[config.mk]
export PLATFORM = sky130hd
export DESIGN_NAME = mdio_cmd_engine
export DESIGN_NICKNAME = d
export VERILOG_FILES = /design/src/rtl/mdio_pkg.sv /design/src/rtl/mdio_clkdiv.sv /design/src/rtl/mdio_seq.sv /design/src/rtl/mdio_cmd_engine.sv
export SDC_FILE = /design/constraint.sdc
export NUM_CORES = 1
export LEC_CHECK = 0
export BUFFER_PORTS_ARGS = -buffer_cell sky130_fd_sc_hd__buf_2
export CELL_PAD_IN_SITES_DETAIL_PLACEMENT = 2
export CELL_PAD_IN_SITES_GLOBAL_PLACEMENT = 2
export CORE_UTILIZATION = 40
export CTS_CLUSTER_SIZE = 28
export DETAILED_ROUTE_END_ITERATION = 6
export PLACE_DENSITY = 0.92
export SLEW_MARGIN = 15
export SYNTH_ARGS = -nofsm -noshare
export SYNTH_HDL_FRONTEND = slang
export SYNTH_SLANG_ARGS = --single-unit
[constraint.sdc]
create_clock -name clk_i -period 5 [get_ports clk_i]
set_clock_uncertainty 0.05 [all_clocks]
set_input_delay 1 -clock clk_i [delete_from_list [all_inputs] [get_ports clk_i]]
set_output_delay 1 -clock clk_i [all_outputs]
set_load 0.005 [all_outputs]
[src/rtl/mdio_pkg.sv]
package mdio_pkg;
  localparam int FRAME_BITS = 64;
  localparam int TA_IDX     = 46;   // first turnaround bit
  localparam int DATA_IDX   = 48;   // first data bit
  localparam int BUSY_BIT   = 29;
  localparam int FAIL_BIT   = 28;
  localparam logic [1:0] OP_READ = 2'b10;
  localparam logic [1:0] TA_DRV  = 2'b10;
endpackage

[src/rtl/mdio_clkdiv.sv]
module mdio_clkdiv #(
  parameter int DIV_HALF = 2
) (
  input  logic clk_i,
  input  logic rst_ni,
  input  logic run_i,
  output logic mdc_o,
  output logic rise_o,
  output logic fall_o
);
  localparam int CW = (DIV_HALF > 1) ? $clog2(DIV_HALF) : 1;
  localparam logic [CW-1:0] LAST = CW'(DIV_HALF - 1);

  logic [CW-1:0] cnt_q;
  logic          mdc_q;
  logic          wrap;

  assign wrap   = run_i && (cnt_q == LAST);
  assign rise_o = wrap && !mdc_q;
  assign fall_o = wrap && mdc_q;
  assign mdc_o  = mdc_q;

  always_ff @(posedge clk_i or negedge rst_ni) begin
    if (!rst_ni) begin
      cnt_q <= '0;
      mdc_q <= 1'b0;
    end else if (!run_i) begin
      cnt_q <= '0;
      mdc_q <= 1'b0;
    end else if (wrap) begin
      cnt_q <= '0;
      mdc_q <= ~mdc_q;
    end else begin
      cnt_q <= cnt_q + 1'b1;
    end
  end
endmodule

[src/rtl/mdio_seq.sv]
module mdio_seq
  import mdio_pkg::*;
(
  input  logic        clk_i,
  input  logic        rst_ni,
  input  logic        start_i,
  input  logic [1:0]  op_i,
  input  logic [4:0]  phy_i,
  input  logic [4:0]  reg_i,
  input  logic [15:0] wdata_i,
  input  logic        rise_i,
  input  logic        fall_i,
  input  logic        mdio_i,
  output logic        active_o,
  output logic        mdio_o,
  output logic        mdio_oe_o,
  output logic        done_o,
  output logic        fail_o,
  output logic [15:0] rdata_o
);
  localparam int BW = $clog2(FRAME_BITS);
  localparam logic [BW-1:0] LAST_BIT = BW'(FRAME_BITS - 1);
  localparam logic [BW-1:0] TA_BIT   = BW'(TA_IDX);
  localparam logic [BW-1:0] TA2_BIT  = BW'(TA_IDX + 1);
  localparam logic [BW-1:0] DAT_BIT  = BW'(DATA_IDX);

  logic                  active_q;
  logic                  rd_q;
  logic                  ta_bad_q;
  logic [BW-1:0]         bit_q;
  logic [FRAME_BITS-1:0] tx_q;
  logic [15:0]           rx_q;

  assign active_o  = active_q;
  assign mdio_oe_o = active_q && (!rd_q || bit_q < TA_BIT);
  assign mdio_o    = mdio_oe_o && tx_q[FRAME_BITS-1];
  assign done_o    = active_q && fall_i && (bit_q == LAST_BIT);
  assign fail_o    = rd_q && ta_bad_q;
  assign rdata_o   = rx_q;

  always_ff @(posedge clk_i or negedge rst_ni) begin
    if (!rst_ni) begin
      active_q <= 1'b0;
      rd_q     <= 1'b0;
      ta_bad_q <= 1'b0;
      bit_q    <= '0;
      tx_q     <= '0;
      rx_q     <= '0;
    end else if (start_i) begin
      active_q <= 1'b1;
      rd_q     <= (op_i == OP_READ);
      ta_bad_q <= 1'b0;
      bit_q    <= '0;
      tx_q     <= {32'hFFFF_FFFF, 2'b01, op_i, phy_i, reg_i, TA_DRV, wdata_i};
      rx_q     <= '0;
    end else if (active_q) begin
      if (rise_i && rd_q) begin
        if (bit_q == TA2_BIT) ta_bad_q <= mdio_i;
        if (bit_q >= DAT_BIT) rx_q <= {rx_q[14:0], mdio_i};
      end
      if (fall_i) begin
        if (bit_q == LAST_BIT) begin
          active_q <= 1'b0;
        end else begin
          bit_q <= bit_q + 1'b1;
        end
        tx_q <= {tx_q[FRAME_BITS-2:0], 1'b0};
      end
    end
  end
endmodule

[src/rtl/mdio_cmd_engine.sv]
module mdio_cmd_engine
  import mdio_pkg::*;
#(
  parameter int DIV_HALF = 2
) (
  input  logic        clk_i,
  input  logic        rst_ni,
  input  logic        cmd_we_i,
  input  logic [31:0] cmd_wdata_i,
  output logic [31:0] cmd_rdata_o,
  output logic        mdc_o,
  output logic        mdio_o,
  output logic        mdio_oe_o,
  input  logic        mdio_i,
  output logic        done_o,
  output logic        error_o
);
  logic [31:0] cmd_q;
  logic        busy;
  logic        start;
  logic        run;
  logic        rise, fall;
  logic        seq_done, seq_fail;
  logic [15:0] seq_rdata;
  logic        done_q, error_q;

  assign busy        = cmd_q[BUSY_BIT];
  assign start       = cmd_we_i && !busy && cmd_wdata_i[BUSY_BIT];
  assign cmd_rdata_o = cmd_q;
  assign done_o      = done_q;
  assign error_o     = error_q;

  mdio_clkdiv #(.DIV_HALF(DIV_HALF)) u_div (
    .clk_i  (clk_i),
    .rst_ni (rst_ni),
    .run_i  (run),
    .mdc_o  (mdc_o),
    .rise_o (rise),
    .fall_o (fall)
  );

  mdio_seq u_seq (
    .clk_i     (clk_i),
    .rst_ni    (rst_ni),
    .start_i   (start),
    .op_i      (cmd_wdata_i[27:26]),
    .phy_i     (cmd_wdata_i[25:21]),
    .reg_i     (cmd_wdata_i[20:16]),
    .wdata_i   (cmd_wdata_i[15:0]),
    .rise_i    (rise),
    .fall_i    (fall),
    .mdio_i    (mdio_i),
    .active_o  (run),
    .mdio_o    (mdio_o),
    .mdio_oe_o (mdio_oe_o),
    .done_o    (seq_done),
    .fail_o    (seq_fail),
    .rdata_o   (seq_rdata)
  );

  always_ff @(posedge clk_i or negedge rst_ni) begin
    if (!rst_ni) begin
      cmd_q   <= '0;
      done_q  <= 1'b0;
      error_q <= 1'b0;
    end else begin
      done_q  <= seq_done;
      error_q <= seq_done && seq_fail;
      if (cmd_we_i && !busy) begin
        cmd_q <= {2'b00, cmd_wdata_i[BUSY_BIT], 1'b0, cmd_wdata_i[27:0]};
      end else if (seq_done) begin
        cmd_q[BUSY_BIT] <= 1'b0;
        if (cmd_q[27:26] == OP_READ) begin
          cmd_q[FAIL_BIT] <= seq_fail;
          cmd_q[15:0]     <= seq_rdata;
        end
      end
    end
  end
endmodule

==> reports/summary.txt, run 1 <==
Status: completed
Max Clk Rate: 374 MHz
First drt pass iteration count: 4
Nature of the critical path endpoint: primary output
WL per Instance: 22.5 um
Final HPWL DP: 9690 um
Share of post-route cells with drive strength above 1: 25.3%
RSZ-0062 raised after global routing: false
Final Critical Period: 2.67 ns
Vias per inst: 5.54
Root buf cell: clkbuf_16
PwrDens: 609 nW/um^2
Final hold vios: 0
Synthesized instance count: 514
Crit path max fanout: 8
Mapped Avg Cell Area: 10.4 sq um
CTS Buffer Depth: 2
CTS Hold Bufs: 0
Initial drt markers: 233
Post-synthesis cell area: 5340 sq um
Seq/Total Area, Yosys: 57.6%
Setup TNS: 0 ns
Pins Over Slew Limit: 0
Worst vdd ir: 0.266 mV
Placed Area: 5790 sq um
Placed cell count: 725
CP Data Required Time: 3.95 ns
Post-synth ARST share: 100%
Boundary Pins: 73
FP Rows: 41
Dominant register cell in the synthesized netlist: dfrtp_1
Via count: 4168
Largest net degree at the start of global routing: 74
Type of the worst min-delay path: flip-flop to flip-flop
Initial Util: 41.7%
Ranking of synthesized cells by area: dfrtp_1 58%, nand2_1 11%, mux2_2 7.2%
Number of synthesized flops with an enable pin: 0
CTS clk-pin slew, worst paths: 0.05 ns
# Post-CTS Setup Buffers: 0
P&R area growth vs syn: 17.9%
GP Congestion: 0.753
Clock Sinks: 123
Post-route DRC: 0
CTS tree: yes
Critical path data arrival time: 1.62 ns
Final Instance Count excl. Fillers: 753
Area leader, netlist: dfrtp_1
CTS H-tree depth: 4
CTS Buf Count: 17
Die Ht: 118 um
Total congestion overflow: 0
Critical Path Source Type: flip-flop
# port buffers: 67
Synth top area share: 57.6%
Resized Gates After CTS: 0
Period utilisation layout: 53.4%
Cell area after layout: 6300 sq um
Initial antenna violation count: 0
Synth cell types: 38
Clk_lat worst skew: 0.42 ns
First-pass GRT wire length: 27700 um
Vias in the first global route: 4877
Ys Warns: 0
Yosys reg bits: 123
Die area: 13800 sq um
Die Wd: 118 um
Crit path kind: flip-flop to primary output
Relative slew slack: 23.6%
Maximum capacitance violations: 0
Worst Max-Slew Pin Slew: 1.14 ns
Post-DRT Antenna Nets: 0
Total track usage: 26.6%
Wirelength, routed: 17000 um
Core area: 12800 sq um
ANT cells: 0
LEAKAGE: 0.00298 uW
Setup violators final: 0
Layout Nets: 609
==> final timing paths <==
kind | start | end | slack (ns) | depth (start not counted)
max | u_seq.bit_q[2]$_DFFE_PN0P_ | mdio_o | 2.33 | 4
min | u_seq.tx_q[47]$_DFFE_PN0P_ | u_seq.tx_q[47]$_DFFE_PN0P_ | 0.44 | 2
max reg2reg | u_div.mdc_o$_DFFE_PN0P_ | u_seq.bit_q[1]$_DFFE_PN0P_ | 2.41 | 4
min reg2reg | u_seq.tx_q[47]$_DFFE_PN0P_ | u_seq.tx_q[47]$_DFFE_PN0P_ | 0.44 | 2
max in group asynchronous | rst_ni | u_seq.tx_q[49]$_DFFE_PN0P_ | 3.30 | 2
min in group asynchronous | rst_ni | u_seq.tx_q[22]$_DFFE_PN0P_ | 0.60 | 1
==> cell usage in the layout, fill, tap and decap left out, types with 2 or more instances in the layout <==
cell       synthesis  layout
nand2_1          156     156
dfrtp_1          123     123
buf_2              9      66
nand3_1           40      39
mux2_2            34      34
a31oi_1           29      29
nor2_1            28      28
mux2i_1           21      21
clkbuf_16          0      17
mux2_4            10      10
buf_4              2       7
a21oi_1            5       5
clkbuf_8           0       4
clkbuf_1          15       4
clkinv_2           0       3
inv_1              2       2
nor2b_1            2       2
and2_1             2       2
a21o_1             2       2
nand3b_1           2       2
nand2b_1           3       2
a311oi_1           2       2
nand4_1            2       2
conb_1             1       2
==> metrics by stage <==
stage	power, uW	util (%)	setup WS (ns)	hold WS [ns]
after global placement	2500	45.1	2.14	0.422
after CTS	3880	49.1	2.32	0.453
after detailed placement	2660	45.1	2.06	0.437
final	3830	49.1	2.33	0.442
after floorplan	2250	-	2.86	0.406
after global routing	4040	49.1	2.26	0.477
==> routing by layer <==
layer / routed length [um] / track usage (%) / share of wire (%) / up-vias
li1: - / - / - / 1854
met1: 6680 / 30.1 / 39 / 2195
met2: 9440 / 48.3 / 56 / 93
met3: 486 / 5.62 / 2.9 / 26
met4: 371 / 11.4 / 2.2 / 0
met5: 0 / 0 / 0 / -
==> critical path, stage by stage (launching register included) <==
cell,delay [ns]
dfrtp_1,0.52
a31oi_1,0.17
o21a_1,0.23
and2_1,0.16
buf_2,0.12
==> cell usage after synthesis, types with 2 or more instances <==
library cell  number
a21o_1             2
a21oi_1            5
a311oi_1           2
a31oi_1           29
and2_1             2
and3_1             2
buf_1              6
buf_2              9
buf_4              2
buf_6              2
clkbuf_1          15
dfrtp_1          123
inv_1              2
mux2_2            34
mux2_4            10
mux2i_1           21
nand2_1          156
nand2b_1           3
nand3_1           40
nand3b_1           2
nand4_1            2
nor2_1            28
nor2b_1            2
==> kinds of logic after synthesis <==
| logic type | after synthesis | synth area share, % |
|---|---|---|
| AOI/OAI and AO/OA | 41 | 4.92 |
| xor gates and xnor gates | 1 | 0.164 |
| adders and majority gates | 1 | 0.234 |
| buffers and inverters | 37 | 3.25 |
| DFF | 123 | 57.6 |
| muxes | 65 | 13.9 |
| other | 1 | 0.0702 |
| and+or+nand+nor | 245 | 19.8 |
==> cell type report <==
cell class,count,area (sq um)
Clock buffer,25,495
Inverter,2,7.51
Multi-Input combinational cell,355,2100
Tap cell,172,215
Fill cell,1323,6530
Timing Repair Buffer,73,383
Sequential cell,123,3080
Clock inverter,3,15.0
==> registers in the layout (all words and copies together), names as in the netlist <==
register	count
u_seq.ta_bad_q	1
cmd_rdata_o	30
u_seq.active_o	1
done_o	1
u_seq.tx_q	64
u_seq.rdata_o	16
u_seq.rd_q	1
error_o	1
u_div.mdc_o	1
u_seq.bit_q	6
u_div.cnt_q	1
==> where the power goes <==
| part | internal [uW] | total (uW) | switching, uW |
|---|---|---|---|
| clock | 672 | 1100 | 430 |
| sequential | 1380 | 1670 | 294 |
| combinational | 448 | 1060 | 612 |
| total | 2500 | 3830 | 1340 |
(Power assumes the default switching activity.)
==> run 2: changes to the inputs <==
--- a/config.mk
+++ b/config.mk
@@ -5,13 +5,14 @@
 export SDC_FILE = /design/constraint.sdc
 export NUM_CORES = 1
 export LEC_CHECK = 0
+export ABC_AREA = 1
 export BUFFER_PORTS_ARGS = -buffer_cell sky130_fd_sc_hd__buf_2
 export CELL_PAD_IN_SITES_DETAIL_PLACEMENT = 2
 export CELL_PAD_IN_SITES_GLOBAL_PLACEMENT = 2
-export CORE_UTILIZATION = 40
+export CORE_UTILIZATION = 31
 export CTS_CLUSTER_SIZE = 28
 export DETAILED_ROUTE_END_ITERATION = 6
-export PLACE_DENSITY = 0.92
+export PLACE_DENSITY = 0.82
 export SLEW_MARGIN = 15
 export SYNTH_ARGS = -nofsm -noshare
 export SYNTH_HDL_FRONTEND = slang
==> constraint.sdc (replaced) <==
create_clock -name clk_i -period 2.4 [get_ports clk_i]
set_clock_uncertainty 0.05 [all_clocks]
set_input_delay 0.48 -clock clk_i [delete_from_list [all_inputs] [get_ports clk_i]]
set_output_delay 0.48 -clock clk_i [all_outputs]
set_load 0.005 [all_outputs]
==> run 2 against run 1 <==
Compared with the run above:
- clock power grew 130%
- routed wire length shrank 3.2%
- critical path depth grew 1
- hold slack lost 0.22 ns
- cell count grew 23%
- synthesized area grew 1.5%
- non-clock buffer count grew 6
- setup slack lost 2.2 ns
- flip-flop and latch count is the same
- combinational power shrank 84%
- total power grew 26%
- register-to-register slack lost 1.9 ns
- largest cell class unchanged
==> reports/summary.txt, run 2 <==
DR WL met2: 8780 um (was 9440 um)
Post-synth ARST share: 100% (unchanged)
Final hold vios: 0 (unchanged)
Fin util: 38.9% (was 49.1%)
Die area: 18000 sq um (was 13800 sq um)
Max Clk Rate: 446 MHz
Final HPWL DP: 10300 um (was 9690 um)
Worst Max-Slew Pin Slew: 0.905 ns (was 1.14 ns)
Initial drt markers: 273 (was 233)
Most frequent cells in the layout: 184 x nand2_1, 123 x dfrtp_1, 97 x o21ai_0, 66 x buf_2, 59 x inv_1 (was 156 x nand2_1, 123 x dfrtp_1, 66 x buf_2, 39 x nand3_1, 34 x mux2_2)
Crit path kind: flip-flop to primary output (unchanged)
ANT cells: 0 (unchanged)
Synth top area share: 56.7% (was 57.6%)
Worst vdd ir: 0.514 mV (was 0.266 mV)
NetSw: 1060 uW (was 1340 uW)
Largest reg by FF count: u_seq.tx_q (unchanged)
Critical path data arrival time: 1.71 ns (was 1.62 ns)
Met3 WL: 500 um (was 486 um)
Setup violators final: 0 (unchanged)
Internal Power: 3770 uW (was 2500 uW)
CP Data Required Time: 1.87 ns (was 3.95 ns)
Largest net degree at the start of global routing: 85 (was 74)
Setup TNS: 0 ns (unchanged)
First-pass GRT wire length: 27400 um (was 27700 um)
P&R area growth vs syn: 20.5% (was 17.9%)
WL per Instance: 17.8 um (was 22.5 um)
Bufs and invs on worst path: 1 (unchanged)
Slowest stage delay, CP: 0.45 ns (was 0.52 ns)
Sequential share of power: 44.3% (was 43.6%)
Maximum capacitance violations: 0 (unchanged)
Boundary Pins: 73 (unchanged)
CTS H-tree depth: 4 (unchanged)
Commonest non-fill, non-tap cell in the layout: nand2_1 (unchanged)
Vias in the first global route: 5247 (was 4877)
Ranking of synthesized cells by area: dfrtp_1 57%, nand2_1 13%, o21ai_0 9.0% (was dfrtp_1 58%, nand2_1 11%, mux2_2 7.2%)
Top Layer Used: met4 (unchanged)
Type of the worst min-delay path: input port to flip-flop (was flip-flop to flip-flop)
PwrDens: 738 nW/um^2 (was 609 nW/um^2)
Number of synthesized flops with an enable pin: 0 (unchanged)
Comb pwr share: 3.4% (was 27.7%)
Period utilisation layout: 93.4%
Clock Sinks: 123 (unchanged)
LEAKAGE: 0.00317 uW (was 0.00298 uW)
CTS tree: yes (unchanged)
Switch share: 21.9% (was 34.9%)
Critical Path Source Type: flip-flop (unchanged)
Die Wd: 134 um (was 118 um)
Post-DRT Antenna Nets: 0 (unchanged)
Final Critical Period: 2.24 ns
Crit path cell chain: nand2_2 -> o21ai_0 -> a21oi_1 -> and2_1 -> buf_2 (was a31oi_1 -> o21a_1 -> and2_1 -> buf_2)
Synthesized instance count: 633 (was 514)
Nature of the critical path endpoint: primary output (unchanged)
Pins Over Slew Limit: 0 (unchanged)
CTS clk-pin slew, worst paths: 0.05 ns (about the same)
Yosys reg bits: 123 (unchanged)
Ys Warns: 0 (unchanged)
Core area: 16800 sq um (was 12800 sq um)
CTS Buf Count: 17 (unchanged)
GP Congestion: 0.749 (was 0.753)
Root buf cell: clkbuf_16 (unchanged)
Via count: 4620 (was 4168)
Relative slew slack: 39.2% (was 23.6%)
Vias per inst: 5.00 (was 5.54)
CTS Buffer Depth: 2 (unchanged)
Tot Pwr: 4820 uW (was 3830 uW)
Cell family with most CP delay: flip-flops (unchanged)
Fillers: 1925 (was 1323)
CTS Hold Bufs: 1 (was 0)
Share of post-route cells with drive strength above 1: 16.8% (was 25.3%)
Wirelength, routed: 16400 um (was 17000 um)
Status: completed (unchanged)
FP Rows: 47 (was 41)
Die Ht: 134 um (was 118 um)
Mapped Avg Cell Area: 8.57 sq um (was 10.4 sq um)
Met1 WL: 6930 um (was 6680 um)
Area leader, netlist: dfrtp_1 (unchanged)
Dominant register cell in the synthesized netlist: dfrtp_1 (unchanged)
Resized Gates After CTS: 0 (unchanged)
Layout Nets: 730 (was 609)
CP max stage cell: dfrtp_1 (unchanged)
Clock Power Share: 52.3% (was 28.7%)
Post-route DRC: 0 (unchanged)
Synth cell types: 31 (was 38)
# Post-CTS Setup Buffers: 0 (unchanged)
List of most frequent post-synthesis cells: 184 x nand2_1, 123 x dfrtp_1, 97 x o21ai_0 (was 156 x nand2_1, 123 x dfrtp_1, 40 x nand3_1)
Post-synthesis cell area: 5420 sq um (was 5340 sq um)
# port buffers: 67 (unchanged)
Count leader, synth: nand2_1 (unchanged)
First drt pass iteration count: 4 (unchanged)
Max reg flops: 64 (unchanged)
Initial antenna violation count: 0 (unchanged)
Crit path max fanout: 6 (was 8)
Total track usage: 19.7% (was 26.6%)
Total congestion overflow: 0 (unchanged)
Seq/Total Area, Yosys: 56.7% (was 57.6%)
Initial Util: 32.2% (was 41.7%)
Clk_lat worst skew: 0.43 ns (was 0.42 ns)
RSZ-0062 raised after global routing: false (unchanged)
## run 2: cell count changes in the layout (fill, tap and decap cells not counted), moves of 15 or more
cell      delta
o21ai_0     +97
inv_1       +57
mux2_2      -34
a31oi_1     -29
nand2_1     +28
mux2i_1     -21
o211ai_1    +17
o21ai_1     +15
## run 2: through the flow
stage,std cells,cell area (sq um),hold WS (ns),worst slack (ns)
after floorplan,634,5430,0.134,0.891
after global placement,893,5960,0.385,0.520
after detailed placement,893,5960,0.397,0.459
after CTS,924,6540,0.211,0.139
after global routing,924,6540,0.225,0.0666
final,924,6540,0.219,0.159
## run 2: cells by family (layout without fill, tap and decap cells)
logic type / count (synthesis) / after routing / synth area share (%)
XOR/XNOR: 1 / 1 / 0.162
flip-flops: 123 / 123 / 56.7
other: 1 / 2 / 0.0691
buffers and inverters: 100 / 170 / 7.98
adder cells (fa/ha/maj): 1 / 1 / 0.231
AND/OR/NAND/NOR: 267 / 267 / 21.0
AO/OA/AOI/OAI: 140 / 140 / 13.8
## run 2: routing by layer
metal / track usage [%] / vias to the layer above
met1: 23.0 / 2364
met4: 6.30 / 0
met5: 0 / -
li1: - / 2160
met2: 35.6 / 79
met3: 4.61 / 17
## run 2: area by class of cell
type                       count  area (sq um)  share of cell area (%)
clock buffer                  22           474                    7.26
clock inverter                 8          93.8                    1.44
inverter                      61           229                    3.50
multi-input combinational    411          1920                    29.3
sequential                   123          3080                    47.1
tap                          220           275                    4.21
timing repair buffer          79           468                    7.16
## run 2: path summary, 6_finish.rpt
kind                       cells after the start  slack [ns]                         from                           end
setup reg to reg                               4        0.52      u_div.mdc_o$_DFFE_PN0P_  u_seq.rdata_o[1]$_DFFE_PN0P_
setup / recovery                               5        0.16   u_seq.bit_q[5]$_DFFE_PN0P_                        mdio_o
min in group asynchronous                      2        0.49                       rst_ni              done_o$_DFF_PN0_
max in group asynchronous                      3        1.19                       rst_ni    u_seq.tx_q[17]$_DFFE_PN0P_
hold reg to reg                                2        0.43  cmd_rdata_o[16]$_DFFE_PN0N_   cmd_rdata_o[16]$_DFFE_PN0N_
hold / removal                                 3        0.22              cmd_wdata_i[20]   cmd_rdata_o[20]$_DFFE_PN0N_
## run 2: worst reg2reg max path, stage by stage, from the launching register on
cell	delay [ns]
dfrtp_1	0.40
inv_1	0.08
nand4_1	0.22
o21ai_1	0.79
o21ai_0	0.20
## run 2: power groups by stage
stage / Combinational [uW] / Sequential, uW / Clock, uW
global placement: 164 / 2170 / 0
CTS: 173 / 2130 / 2560
global route: 189 / 2140 / 2670
detailed placement: 170 / 2170 / 0
finish: 166 / 2130 / 2520
floorplan: 39.8 / 2170 / 0
==> run 3: changes to the inputs <==
--- a/config.mk
+++ b/config.mk
@@ -12,7 +12,9 @@
 export CORE_UTILIZATION = 31
 export CTS_CLUSTER_SIZE = 28
 export DETAILED_ROUTE_END_ITERATION = 6
+export MAX_ROUTING_LAYER = met4
 export PLACE_DENSITY = 0.82
+export RECOVER_POWER = 25
 export SLEW_MARGIN = 15
 export SYNTH_ARGS = -nofsm -noshare
 export SYNTH_HDL_FRONTEND = slang
==> run 3 against run 2 <==
Compared with the run above:
- design area down 0.23%
- flip-flop and latch count unchanged
- first-iteration DRC count down 8.1%
- sequential power about the same
- total power about the same
- largest cell class unchanged
==> reports/summary.txt, run 3 (synthesized netlist as in run 2, its figures left out) <==
CTS H-tree depth: 4 (unchanged)
First-pass GRT wire length: 27400 um (about the same)
Worst Hold Path EP: cmd_rdata_o[20]$_DFFE_PN0N_ (unchanged)
Crit path kind: flip-flop to primary output (unchanged)
Hold path startpoint: cmd_wdata_i[20] (unchanged)
# port buffers: 67 (unchanged)
Type of the worst min-delay path: input port to flip-flop (unchanged)
Tot Pwr: 4820 uW (about the same)
Die area: 18000 sq um (unchanged)
WL per Instance: 17.8 um (about the same)
Combined area of the multi-input logic cells: 1920 sq um (unchanged)
Final Critical Period: 2.23 ns (was 2.24 ns)
Pins Over Slew Limit: 0 (unchanged)
Setup TNS: 0 ns (unchanged)
CP Data Required Time: 1.87 ns (about the same)
Wirelength, routed: 16500 um (was 16400 um)
Vias in the first global route: 5245 (was 5247)
CTS Buffer Depth: 2 (unchanged)
Sequential cell area: 3080 sq um (unchanged)
Largest reg by FF count: u_seq.tx_q (unchanged)
Max reg flops: 64 (unchanged)
Crit path max fanout: 6 (unchanged)
Reg2reg setup slack: 0.52 ns (about the same)
Reg2Reg Depth: 4 (unchanged)
Vias per inst: 5.01 (was 5.00)
Post-DRT Antenna Nets: 0 (unchanged)
Die Wd: 134 um (unchanged)
Max Clk Rate: 448 MHz (was 446 MHz)
P&R area growth vs syn: 20.2% (was 20.5%)
Placed Area: 5960 sq um (unchanged)
Largest net degree at the start of global routing: 85 (unchanged)
Final hold vios: 0 (unchanged)
Cell area after layout: 6520 sq um (was 6540 sq um)
CTS Hold Bufs: 1 (unchanged)
Die Ht: 134 um (unchanged)
Nature of the critical path endpoint: primary output (unchanged)
LEAKAGE: 0.00316 uW (was 0.00317 uW)
CTS tree: yes (unchanged)
Critical Path Source Type: flip-flop (unchanged)
Post-route DRC: 0 (unchanged)
Setup violators final: 0 (unchanged)
WHS Path Cells: 3 (unchanged)
GP Congestion: 0.759 (was 0.749)
Status: completed (unchanged)
WHS: 0.220 ns (was 0.219 ns)
First drt pass iteration count: 4 (unchanged)
CTS Buf Count: 17 (unchanged)
Total congestion overflow: 0 (unchanged)
Final HPWL DP: 10300 um (unchanged)
FP Rows: 47 (unchanged)
Core area: 16800 sq um (unchanged)
Via count: 4631 (was 4620)
Fillers: 1926 (was 1925)
Relative slew slack: 39.8% (was 39.2%)
Resized Gates After CTS: 0 (unchanged)
Share of post-route cells with drive strength above 1: 16.8% (unchanged)
Most frequent cells in the layout: 184 x nand2_1, 123 x dfrtp_1, 97 x o21ai_0, 66 x buf_2, 59 x inv_1 (unchanged)
Period utilisation layout: 93.0% (was 93.4%)
RSZ-0062 raised after global routing: false (unchanged)
Root buf cell: clkbuf_16 (unchanged)
RR Endpoint: u_seq.rdata_o[10]$_DFFE_PN0P_ (was u_seq.rdata_o[1]$_DFFE_PN0P_)
Commonest non-fill, non-tap cell in the layout: nand2_1 (unchanged)
CTS clk-pin slew, worst paths: 0.05 ns (about the same)
ANT cells: 0 (unchanged)
# Post-CTS Setup Buffers: 0 (unchanged)
Initial antenna violation count: 0 (unchanged)
Layout Nets: 730 (unchanged)
Initial drt markers: 251 (was 273)
Worst Max-Slew Pin Slew: 0.897 ns (was 0.905 ns)
Clk_lat worst skew: 0.43 ns (about the same)
Worst vdd ir: 0.515 mV (was 0.514 mV)
Maximum capacitance violations: 0 (unchanged)
Total track usage: 20.4% (was 19.7%)
Fin util: 38.8% (was 38.9%)
PwrDens: 739 nW/um^2 (was 738 nW/um^2)
Clock Sinks: 123 (unchanged)
Boundary Pins: 73 (unchanged)
R2R Path Start: u_div.mdc_o$_DFFE_PN0P_ (unchanged)
Critical path data arrival time: 1.70 ns (was 1.71 ns)
Initial Util: 32.2% (unchanged)
[run 3: power by group]
part,switching (uW),leakage [uW],total (uW),internal (uW)
clock network,933,0.000285,2520,1590
logic,101,0.00138,163,61.2
registers,21.1,0.00150,2130,2110
[run 3: final cells by class]
type                       instances  share of cell area (%)
clock buffer                      22                    7.27
timing repair buffer              79                    6.95
tap                              220                    4.22
clock inverter                     8                    1.44
multi-input combinational        411                    29.4
inverter                          61                    3.51
sequential                       123                    47.2
[run 3: worst max path at each step]
stage,depth (start not counted),end,from
3_3_place_gp,8,u_seq.tx_q[7]$_DFFE_PN0P_,cmd_we_i
3_5_place_dp,8,u_seq.tx_q[37]$_DFFE_PN0P_,cmd_we_i
4_1_cts,5,mdio_o,u_seq.bit_q[5]$_DFFE_PN0P_
2_1_floorplan,4,mdio_o,u_seq.bit_q[5]$_DFFE_PN0P_
6_report,5,mdio_o,u_seq.bit_q[5]$_DFFE_PN0P_
5_1_grt,5,mdio_o,u_seq.bit_q[5]$_DFFE_PN0P_
[run 3: stage by stage]
stage          cells  setup WS (ns)
2_1_floorplan    634          0.891
3_3_place_gp     893          0.520
3_5_place_dp     893          0.459
4_1_cts          924          0.139
5_1_grt          924         0.0666
6_report         924          0.168
[run 3: layer usage]
metal  routed length, um  vias to the layer above  global-route usage, %  share of wire (%)
met3                 507                       17                   4.57                3.1
li1                    -                     2159                      -                  -
met4                 218                        0                   6.30                1.3
met5                   0                        -                      -                  0
met1                6990                     2377                   22.9                 42
met2                8760                       78                   35.8                 53
[run 3: critical path, cell delays in order (launching register included)]
cell	delay (ns)
dfrtp_1	0.45
nand2_2	0.18
o21ai_0	0.15
a21oi_1	0.24
and2_1	0.15
buf_2	0.10
